==> src/rtl/dtc_pkg.sv <==
package dtc_pkg;

   // Phase within the two-period working cycle.
   typedef enum logic {
      PH_MEAS = 1'b0,   // demagnetization interval is timed
      PH_REF  = 1'b1    // whole period is timed at half rate
   } dtc_phase_e;

   // Edge events of one synchronized input.
   typedef struct packed {
      logic rise;
      logic fall;
   } dtc_edge_t;

endpackage

==> src/rtl/dtc_sync_edge.sv <==
module dtc_sync_edge
   import dtc_pkg::*;
#(
   parameter int STAGES = 2
) (
   input  logic      clk,
   input  logic      rst_n,
   input  logic      async_i,
   output dtc_edge_t ev_o
);

   logic [STAGES-1:0] chain_q;
   logic              last_q;

   initial begin
      assert (STAGES >= 2) else $error("dtc_sync_edge: STAGES must be at least 2");
   end

   generate
      for (genvar i = 0; i < STAGES; i++) begin : g_stage
         if (i == 0) begin : g_first
            always_ff @(posedge clk or negedge rst_n) begin
               if (!rst_n) chain_q[0] <= 1'b0;
               else        chain_q[0] <= async_i;
            end
         end else begin : g_next
            always_ff @(posedge clk or negedge rst_n) begin
               if (!rst_n) chain_q[i] <= 1'b0;
               else        chain_q[i] <= chain_q[i-1];
            end
         end
      end
   endgenerate

   always_ff @(posedge clk or negedge rst_n) begin
      if (!rst_n) last_q <= 1'b0;
      else        last_q <= chain_q[STAGES-1];
   end

   assign ev_o.rise =  chain_q[STAGES-1] & ~last_q;
   assign ev_o.fall = ~chain_q[STAGES-1] &  last_q;

endmodule

==> src/rtl/dtc_startup_lock.sv <==
module dtc_startup_lock #(
   parameter int LOCK_DIV = 4096
) (
   input  logic clk,
   input  logic rst_n,
   input  logic tick_i,
   output logic release_o
);

   localparam int LOCK_W = $clog2(LOCK_DIV);

   logic [LOCK_W-1:0] div_q;
   logic              rel_q;

   initial begin
      assert (LOCK_DIV >= 4 && (LOCK_DIV & (LOCK_DIV - 1)) == 0)
         else $error("dtc_startup_lock: LOCK_DIV must be a power of two, at least 4");
   end

   // The divided clock is the counter MSB; its first transition
   // (after LOCK_DIV/2 ticks) opens the lock for good.
   always_ff @(posedge clk or negedge rst_n) begin
      if (!rst_n) begin
         div_q <= '0;
         rel_q <= 1'b0;
      end else begin
         if (!rel_q && tick_i) div_q <= div_q + 1'b1;
         rel_q <= rel_q | div_q[LOCK_W-1];
      end
   end

   assign release_o = rel_q;

   a_r8_release_sticky: assert property (@(posedge clk) disable iff (!rst_n)
      rel_q |=> rel_q);

   a_r8_no_early_release: assert property (@(posedge clk) disable iff (!rst_n)
      (!rel_q && !div_q[LOCK_W-1]) |=> !rel_q);

endmodule

==> src/rtl/dtc_period_cmp.sv <==
module dtc_period_cmp
   import dtc_pkg::*;
#(
   parameter int CNT_W = 16
) (
   input  logic clk,
   input  logic rst_n,
   input  logic sw_rise_i,
   input  logic dm_rise_i,
   input  logic dm_fall_i,
   output logic flag_o
);

   localparam logic [CNT_W-1:0] CNT_MAX = '1;

   dtc_phase_e        ph_q;
   logic [CNT_W-1:0]  td_q;
   logic [CNT_W-1:0]  ref_q;
   logic              act_q;
   logic              done_q;
   logic              half_q;
   logic              flag_q;
   logic              wp_end;

   initial begin
      assert (CNT_W >= 4) else $error("dtc_period_cmp: CNT_W too small");
   end

   assign wp_end = sw_rise_i && (ph_q == PH_REF);

   always_ff @(posedge clk or negedge rst_n) begin
      if (!rst_n) begin
         ph_q   <= PH_MEAS;
         td_q   <= '0;
         ref_q  <= '0;
         act_q  <= 1'b0;
         done_q <= 1'b0;
         half_q <= 1'b0;
         flag_q <= 1'b0;
      end else if (sw_rise_i) begin
         half_q <= 1'b0;
         act_q  <= 1'b0;
         if (ph_q == PH_REF) begin
            if (td_q > ref_q)      flag_q <= 1'b0;
            else if (td_q < ref_q) flag_q <= 1'b1;
            td_q   <= '0;
            ref_q  <= '0;
            done_q <= 1'b0;
            ph_q   <= PH_MEAS;
         end else begin
            done_q <= 1'b1;
            ph_q   <= PH_REF;
         end
      end else if (ph_q == PH_MEAS) begin
         if (act_q && td_q != CNT_MAX) td_q <= td_q + 1'b1;
         if (act_q && dm_fall_i) begin
            act_q  <= 1'b0;
            done_q <= 1'b1;
         end else if (!act_q && !done_q && dm_rise_i) begin
            act_q <= 1'b1;
         end
      end else begin
         half_q <= ~half_q;
         if (half_q && ref_q != CNT_MAX) ref_q <= ref_q + 1'b1;
      end
   end

   assign flag_o = flag_q;

   a_r4_flag_hold: assert property (@(posedge clk) disable iff (!rst_n)
      !wp_end |=> $stable(flag_q));

   a_r9_clear_at_boundary: assert property (@(posedge clk) disable iff (!rst_n)
      wp_end |=> (td_q == '0 && ref_q == '0));

   a_r9_single_pulse: assert property (@(posedge clk) disable iff (!rst_n)
      (done_q && !sw_rise_i) |=> !act_q);

   a_r2_td_frozen_in_ref: assert property (@(posedge clk) disable iff (!rst_n)
      (ph_q == PH_REF && !sw_rise_i) |=> $stable(td_q));

   a_r2_ref_idle_in_meas: assert property (@(posedge clk) disable iff (!rst_n)
      (ph_q == PH_MEAS && !sw_rise_i) |=> $stable(ref_q));

   a_r3_no_wrap: assert property (@(posedge clk) disable iff (!rst_n)
      (td_q == CNT_MAX && !sw_rise_i) |=> td_q == CNT_MAX);

endmodule

==> src/rtl/dtc_trim_step.sv <==
module dtc_trim_step #(
   parameter int TRIM_W = 10
) (
   input  logic              clk,
   input  logic              rst_n,
   input  logic              step_i,
   input  logic              up_i,
   output logic [TRIM_W-1:0] trim_o
);

   localparam logic signed [TRIM_W-1:0] T_MAX = {1'b0, {(TRIM_W-1){1'b1}}};
   localparam logic signed [TRIM_W-1:0] T_MIN = {1'b1, {(TRIM_W-1){1'b0}}};
   localparam logic signed [TRIM_W-1:0] T_ONE = {{(TRIM_W-1){1'b0}}, 1'b1};

   logic signed [TRIM_W-1:0] trim_q;

   initial begin
      assert (TRIM_W >= 2) else $error("dtc_trim_step: TRIM_W too small");
   end

   always_ff @(posedge clk or negedge rst_n) begin
      if (!rst_n) begin
         trim_q <= '0;
      end else if (step_i) begin
         if (up_i && trim_q != T_MAX)       trim_q <= trim_q + T_ONE;
         else if (!up_i && trim_q != T_MIN) trim_q <= trim_q - T_ONE;
      end
   end

   assign trim_o = trim_q;

   a_r5_idle_hold: assert property (@(posedge clk) disable iff (!rst_n)
      !step_i |=> $stable(trim_q));

   a_r5_step_up: assert property (@(posedge clk) disable iff (!rst_n)
      (step_i && up_i && trim_q != T_MAX) |=> trim_q == $past(trim_q) + T_ONE);

   a_r5_step_down: assert property (@(posedge clk) disable iff (!rst_n)
      (step_i && !up_i && trim_q != T_MIN) |=> trim_q == $past(trim_q) - T_ONE);

   a_r6_sat_high: assert property (@(posedge clk) disable iff (!rst_n)
      (step_i && up_i && trim_q == T_MAX) |=> trim_q == T_MAX);

   a_r6_sat_low: assert property (@(posedge clk) disable iff (!rst_n)
      (step_i && !up_i && trim_q == T_MIN) |=> trim_q == T_MIN);

endmodule

==> src/rtl/dtc_trim_ctrl.sv <==
module dtc_trim_ctrl
   import dtc_pkg::*;
#(
   parameter int CNT_W       = 16,
   parameter int TRIM_W      = 10,
   parameter int LOCK_DIV    = 4096,
   parameter int SYNC_STAGES = 2
) (
   input  logic              clk,
   input  logic              rst_n,
   input  logic              sw_clk_i,
   input  logic              demag_i,
   input  logic              cc_en_n_i,
   output logic [TRIM_W-1:0] trim_o,
   output logic              flag_o
);

   dtc_edge_t sw_ev;
   dtc_edge_t dm_ev;
   logic      released;
   logic      flag;
   logic      step;

   dtc_sync_edge #(.STAGES(SYNC_STAGES)) u_sw_sync (
      .clk     (clk),
      .rst_n   (rst_n),
      .async_i (sw_clk_i),
      .ev_o    (sw_ev)
   );

   dtc_sync_edge #(.STAGES(SYNC_STAGES)) u_dm_sync (
      .clk     (clk),
      .rst_n   (rst_n),
      .async_i (demag_i),
      .ev_o    (dm_ev)
   );

   dtc_startup_lock #(.LOCK_DIV(LOCK_DIV)) u_lock (
      .clk       (clk),
      .rst_n     (rst_n),
      .tick_i    (sw_ev.rise),
      .release_o (released)
   );

   dtc_period_cmp #(.CNT_W(CNT_W)) u_cmp (
      .clk       (clk),
      .rst_n     (rst_n),
      .sw_rise_i (sw_ev.rise),
      .dm_rise_i (dm_ev.rise),
      .dm_fall_i (dm_ev.fall),
      .flag_o    (flag)
   );

   // One trim step per enabled switching period, direction from the
   // flag stored before this edge.
   assign step = sw_ev.rise & released & ~cc_en_n_i;

   dtc_trim_step #(.TRIM_W(TRIM_W)) u_trim (
      .clk    (clk),
      .rst_n  (rst_n),
      .step_i (step),
      .up_i   (~flag),
      .trim_o (trim_o)
   );

   assign flag_o = flag;

   a_r7_cc_hold: assert property (@(posedge clk) disable iff (!rst_n)
      cc_en_n_i |=> $stable(trim_o));

   a_r8_locked_hold: assert property (@(posedge clk) disable iff (!rst_n)
      !released |=> $stable(trim_o));

   a_r5_no_step_on_fall: assert property (@(posedge clk) disable iff (!rst_n)
      sw_ev.fall |=> $stable(trim_o));

   a_r4_flag_only_on_rise: assert property (@(posedge clk) disable iff (!rst_n)
      !sw_ev.rise |=> $stable(flag_o));

endmodule

==> config.mk <==
export PLATFORM = sky130hd
export DESIGN_NAME = dtc_trim_ctrl
export DESIGN_NICKNAME = d
export VERILOG_FILES = /design/src/rtl/dtc_pkg.sv /design/src/rtl/dtc_sync_edge.sv /design/src/rtl/dtc_startup_lock.sv /design/src/rtl/dtc_period_cmp.sv /design/src/rtl/dtc_trim_step.sv /design/src/rtl/dtc_trim_ctrl.sv
export SDC_FILE = /design/constraint.sdc
export NUM_CORES = 1
export LEC_CHECK = 0
export BUFFER_PORTS_ARGS = -buffer_cell sky130_fd_sc_hd__buf_2
export CORE_AREA = 4 4 91 93
export CTS_BUF_LIST = sky130_fd_sc_hd__clkbuf_4 sky130_fd_sc_hd__clkbuf_8
export DETAILED_ROUTE_END_ITERATION = 16
export DIE_AREA = 0 0 95 97
export PLACE_DENSITY = 0.69
export SLEW_MARGIN = 20
export SYNTH_ARGS = -nofsm -noshare
export SYNTH_HDL_FRONTEND = slang
export SYNTH_SLANG_ARGS = --single-unit
==> constraint.sdc <==
create_clock -name clk -period 2.6 [get_ports clk]
set_input_delay 0.13 -clock clk [delete_from_list [all_inputs] [get_ports clk]]
set_output_delay 0.13 -clock clk [all_outputs]
set_load 0.005 [all_outputs]
==> impl_metrics.tcl, run 1 <==
set metrics [dict create \
    grt_usage_pct 17.16 \
    synth.area.mux_share_pct 2.351 \
    power_mw 2.971 \
    critPathArrivalTime_ns 2.85 \
    antenna_found_initial 0 \
    cts_htree_levels 3 \
    hp-class "in2async" \
    rows 32 \
    synth_flop_cell "dfrtp_1" \
    violations "negative setup slack" \
    netlist_instances 382 \
    holdWs_ns 0.3030 \
    syn_nets 415 \
    setup_violations 1 \
    grt-ovfl-total 0 \
    nNetsFinal 459 \
    hold_viol 0 \
    synthXorXnorAreaFrac_pct 10.11 \
    worst-path-max-fanout 6 \
    yosysWarningCount 0 \
    utilization_pct 57.95 \
    layout_common_cells "66 x dfrtp_1, 44 x nor2_1, 33 x xnor2_1" \
    dr.pass1.iters 4 \
    clk_pin_slew_worst_paths_ns 0.08 \
    synth_top_family_by_area "simple AND/OR/NAND/NOR gates" \
    start_util_pct 49.50 \
    detailed_place.area_sq_um 4033 \
    vias_per_cell 5.379 \
    fmax_mhz 381.8 \
    dp_slack_ns -0.07848 \
    antenna_left 0 \
    critPathRequiredTime_ns 2.83 \
    clock_path_buffers 2 \
    die_w_um 95 \
    cts_root_buf "clkbuf_8" \
    portBuffers 15 \
    synth-compound-area-share_pct 9.604 \
    remaining_drc_errors 0 \
    avgSynthCellArea_sq_um 9.754 \
    num_vias 2867 \
    n_antenna_cell 0 \
    final_max_slew_viol_count 0 \
    cts_buffers 9 \
    cts_tree "done" \
    post-place-cells 511 \
    drive_gt1_share_pct 18.33 \
    design_area_sq_um 4362 \
    io_pins 16 \
    post_layout_nonfiller_instances 533 \
    p_per_area_nw_per_um2 681.2 \
    drv_cap 0 \
    wl_per_cell_um 13.84 \
    clock_latency_ns 0.35 \
    status "finished, violations left" \
    synth-seq-cells 66 \
    grt_pass1_wl_um 12740 \
    rsz0062_at_grt "yes" \
    fin_crit_sh_pct 100.7 \
    synthArstFlopShare_pct 100.0 \
    synth_fa_ha_area_share_pct 9.604 \
    drt_iter0_drc 120 \
    worst_clock_skew_ns 0.007926 \
    routed_wl_um 7377 \
    dieArea_sq_um 9215 \
    place_congestion 0.8239 \
    syn2layout_area_growth_pct 17.06 \
    grt_max_degree 43 \
    synth-simple-area-share_pct 19.95 \
    clock_sinks 66 \
    netlist_area_sq_um 3726 \
    grt_pass1_vias 2823 \
    die_y_um 97 \
    r2r_slack_ns -0.02 \
    slew_headroom_pct 63.24 \
    period_needed_ns 2.619 \
    timing.setup.tns_ns -0.01883 \
    synth_edf_count 0 \
    cp-start-kind "flop" \
    dpl.hpwl_um 5353 \
    vdd_drop_max_v 0.0005127 \
    path_class "reg2reg" \
    design.core.area_sq_um 7527 \
    power.static_leakage_nw 1.953 \
    layout_setup_ws_ns -0.01883 \
    setup.worst_path.end_class "flop" \
    ys_seq_area_share_pct 44.33 \
    tightestPinTransition_ns 0.5508 \
    yosys.cell_types.count 48 \
    layout_commonest_cell "dfrtp_1" \
]
sequential cells by signal, summed over array words and instances, names as in the netlist, 2 cells and up:
signal / count
u_cmp.ref_q: 16
u_cmp.td_q: 16
u_dm_sync.chain_q: 2
u_lock.div_q: 12
u_sw_sync.chain_q: 2
u_trim.trim_o: 10
where the power goes:
part / internal, mW / switching, mW / leakage, nW
Sequential: 1.14 / 0.148 / 0.876
Combinational: 0.456 / 0.450 / 0.990
Clock: 0.352 / 0.421 / 0.0864
critical path, cell delays in order, from the launching register on:
cell     delay, ns
dfrtp_1       0.36
nand4_1       0.11
nor4_2        0.30
nor2_1        0.11
inv_2         0.19
ha_4          0.24
a21oi_4       0.14
o22ai_2       0.11
a311o_1       0.40
buf_4         0.15
xor2_1        0.13
mux2_2        0.26
cell type report:
type                            instances  area [sq um]
Fill cell                             684          3166
Inverter                               26         97.59
Clock buffer                            9         123.9
Sequential cell                        66          1652
Multi-Input combinational cell        281          2024
Tap cell                              102         127.6
Clock inverter                          7         51.30
Timing Repair Buffer                   42         285.3
routing by layer:
layer	up-vias	track usage, %	wire length [um]
met5	-	0	0
met3	13	2.955	200
met4	0	7.103	128
li1	1434	-	-
met1	1381	22.94	3481
met2	39	27.33	3567
cells by family after synthesis:
group,count (synthesis)
multiplexers,8
adder cells (fa/ha/maj),28
buffers and inverters,35
flip-flops,66
XOR/XNOR,43
AND/OR/NAND/NOR,145
AO/OA/AOI/OAI,57
path summary, 6_finish.rpt:
check                      depth (start not counted)                 start              endpoint
min reg2reg                                        0  u_sw_sync.chain_q[0]  u_sw_sync.chain_q[1]
max reg2reg                                       11      u_trim.trim_o[4]      u_trim.trim_o[7]
min in group clk                                   0  u_sw_sync.chain_q[0]  u_sw_sync.chain_q[1]
min                                                3                 rst_n        u_cmp.ref_q[7]
max in group asynchronous                          3                 rst_n         u_cmp.td_q[8]
max                                               11      u_trim.trim_o[4]      u_trim.trim_o[7]
Yosys cell counts (all sizes together) (4+ instances only):
library cell	n	area share, %
nand4	13	2.2
nor3	8	1.1
nor2	44	4.4
dfrtp	66	44
a21oi	14	1.9
nand3	25	3.4
nand2	19	1.9
inv	26	2.6
mux2	6	1.8
a31oi	5	0.84
a21o	5	1.0
nor2b	6	1.0
ha	27	9.1
buf	7	1.2
xnor2	33	7.8
and4	4	0.94
xor2	10	2.4
nor4	4	0.67
or3	6	1.1
o21ai	16	2.1
timing repair:
| action | CTS | global route |
|---|---|---|
| hold endpoints to repair | 68 | 0 |
| hold buffers | 3 | 0 |
| setup buffers | 2 | 1 |
| cloned | 0 | 0 |
| gates resized for setup | 2 | 12 |
| setup endpoints to repair | 1 | 5 |
| pin swaps | 4 | 8 |
Note: power is estimated with default switching activity, not from simulation.
==> run 2, diff against run 1 <==
--- a/config.mk
+++ b/config.mk
@@ -5,12 +5,12 @@
 export SDC_FILE = /design/constraint.sdc
 export NUM_CORES = 1
 export LEC_CHECK = 0
-export BUFFER_PORTS_ARGS = -buffer_cell sky130_fd_sc_hd__buf_2
-export CORE_AREA = 4 4 91 93
+export ABC_AREA = 1
+export CORE_AREA = 4 4 97 99
 export CTS_BUF_LIST = sky130_fd_sc_hd__clkbuf_4 sky130_fd_sc_hd__clkbuf_8
 export DETAILED_ROUTE_END_ITERATION = 16
-export DIE_AREA = 0 0 95 97
-export PLACE_DENSITY = 0.69
+export DIE_AREA = 0 0 101 103
+export DONT_BUFFER_PORTS = 1
 export SLEW_MARGIN = 20
 export SYNTH_ARGS = -nofsm -noshare
 export SYNTH_HDL_FRONTEND = slang
==> constraint.sdc (replaced) <==
create_clock -name clk -period 3.3 [get_ports clk]
set_input_delay 0.165 -clock clk [delete_from_list [all_inputs] [get_ports clk]]
set_output_delay 0.165 -clock clk [all_outputs]
set_load 0.005 [all_outputs]
==> run 2 against run 1 <==
Compared with the run above:
- the run now ends clean
- first-iteration DRC count up 39%
- critical path depth up 1
- critical path type unchanged
- critical endpoint is now u_trim.trim_o[8]
- sequential power down 23%
- sequential share of layout area down 1.9 points
==> impl_metrics.tcl, run 2 <==
set metrics [dict create \
    setup.worst_path.end_class "flop" \
    timing.setup.tns_ns 0 \
    power.static_leakage_nw 2.183 \
    die_y_um 103 \
    syn2layout_area_growth_pct 8.444 \
    start_util_pct 49.56 \
    grt_pass1_wl_um 15460 \
    drive_gt1_share_pct 7.447 \
    reg2reg_to "u_trim.trim_o[8]" \
    period_needed_ns 2.538 \
    grt-ovfl-total 0 \
    yosysMostFrequentCell "nand2_1" \
    dpl.hpwl_um 6503 \
    holdWs_ns 0.1426 \
    yosysTopAreaCell "dfrtp_1" \
    yosys.cell_types.count 38 \
    layout_setup_ws_ns 0.7620 \
    synth_area_leaders "dfrtp_1 39%, nand2_1 13%, ha_1 8.0%" \
    cp-endpoint "u_trim.trim_o[8]" \
    critPathArrivalTime_ns 2.79 \
    cts_root_buf "clkbuf_8" \
    avgSynthCellArea_sq_um 7.691 \
    reg_top3 "u_cmp.ref_q x16, u_cmp.td_q x16, u_lock.div_q x12" \
    ys_top_cells_by_count "143 x nand2_1, 66 x dfrtp_1, 62 x inv_1" \
    portBuffers 0 \
    vdd_drop_max_v 0.0003176 \
    drt_iter0_drc 167 \
    synth_edf_count 0 \
    crit_start "u_trim.trim_o[1]" \
    netlist_instances 551 \
    synth-seq-cells 66 \
    nNetsFinal 592 \
    worst-path-max-fanout 12 \
    ys_seq_area_share_pct 38.97 \
    die_w_um 101 \
    dr.pass1.iters 5 \
    slew_headroom_pct 54.35 \
    antenna_left 0 \
    rsz0062_at_grt "no" \
    reg2reg_from "u_trim.trim_o[1]" \
    rows 34 \
    netlist_area_sq_um 4238 \
    synth_flop_cell "dfrtp_1" \
    n_antenna_cell 0 \
    path_class "reg2reg" \
    vias_per_cell 5.070 \
    num_vias 3407 \
    reg2regPathDepth 12 \
    fmax_mhz 394.0 \
    synthArstFlopShare_pct 100.0 \
    grt_pass1_vias 3288 \
    clock_sinks 66 \
    antenna_found_initial 0 \
    place_congestion 0.8817 \
    r2r_slack_ns 0.76 \
    status "complete, no violations" \
    yosysWarningCount 0 \
    p_per_area_nw_per_um2 528.1 \
    hold_viol 0 \
    routed_wl_um 8807 \
    final_max_slew_viol_count 0 \
    layout_common_cells "143 x nand2_1, 66 x dfrtp_1, 62 x inv_1" \
    wl_per_cell_um 13.11 \
    critPathRequiredTime_ns 3.55 \
    clk_pin_slew_worst_paths_ns 0.09 \
    cts_htree_levels 3 \
    clock_latency_ns 0.35 \
    tightestPinTransition_ns 0.6831 \
    cp-start-kind "flop" \
    yosysTopAreaCellShare_pct 38.97 \
    clock_path_buffers 2 \
    dp_slack_ns 0.7364 \
    layout_commonest_cell "nand2_1" \
    worst_clock_skew_ns 0.01836 \
    remaining_drc_errors 0 \
    setup_violations 0 \
    io_pins 16 \
    hp-class "in2reg" \
    cts_tree "done" \
    dieArea_sq_um 10400 \
    grt_max_degree 67 \
    fin_crit_sh_pct 76.91 \
    syn_nets 584 \
    drv_cap 0 \
    grt_usage_pct 18.53 \
    design.core.area_sq_um 8551 \
    cts_buffers 9 \
]
==> run 2: layer usage <==
metal	GRT usage, %	part of all wire (%)	up-vias
met5	0	0	-
met4	6.748	1.3	0
met3	2.706	2.7	11
met2	29.67	46	47
met1	25.66	50	1562
li1	-	-	1787
==> run 2: metrics by stage <==
step                instance area [sq um]  utilization, %  cells  power, mW
floorplan                            4238               -    551      1.550
global placement                     4328           50.61    652      1.668
detailed placement                   4328           50.61    652      1.694
CTS                                  4596           53.75    672      2.459
global route                         4596           53.75    672      2.617
finish                               4596           53.75    672      2.427
==> run 2: worst max-delay path, stage by stage (launching register included) <==
cell and delay (ns):
dfrtp_1 0.44, nand2_1 0.09, nor2_1 0.16, nand3_1 0.11
nand2_1 0.33, inv_1 0.10, fa_1 0.41, o21ai_0 0.36
nand4_1 0.18, nand2_1 0.09, nand2_1 0.05, nand3_1 0.07
nand2_1 0.05
==> run 2: cell families (layout without fill, tap and decap cells) <==
kind of cell               count (synthesis)  after routing  share of synthesized area (%)
AOI/OAI and AO/OA                         58             58                          7.617
buffers and inverters                     75             88                          7.292
and+or+nand+nor                          289            289                          30.44
xor gates and xnor gates                  35             35                          7.234
adders and majority gates                 28             28                          8.444
DFF                                       66             66                          38.97
==> run 2: cell type report <==
type / count / area [sq um]
clock buffer: 10 / 137.6
clock inverter: 6 / 72.57
fill: 814 / 3955
inverter: 67 / 256.5
multi-input combinational: 410 / 2277
sequential: 66 / 1652
tap: 108 / 135.1
timing repair buffer: 5 / 65.06
==> run 2: what timing repair did <==
action | CTS | global route
endpoints found under the hold margin | 68 | 0
hold buffers | 4 | 0
setup buffers | 0 | 0
resized for setup | 0 | 0
==> run 2: worst min path at each step <==
stage / start / endpoint / slack, ns / depth (start not counted)
2_1_floorplan: rst_n / u_cmp.act_q / -0.13 / 0
3_3_place_gp: rst_n / u_trim.trim_o[3] / -0.13 / 0
3_5_place_dp: rst_n / u_trim.trim_o[3] / -0.13 / 0
4_1_cts: cc_en_n_i / u_trim.trim_o[8] / 0.13 / 4
5_1_grt: cc_en_n_i / u_trim.trim_o[8] / 0.18 / 4
6_report: cc_en_n_i / u_trim.trim_o[8] / 0.14 / 4
==> run 2: where the power goes <==
group          switching (mW)  internal (mW)  total [mW]
clock                   0.353          0.379       0.733
sequential             0.0990          0.899       0.998
combinational           0.450          0.247       0.697
total                   0.902           1.52        2.43
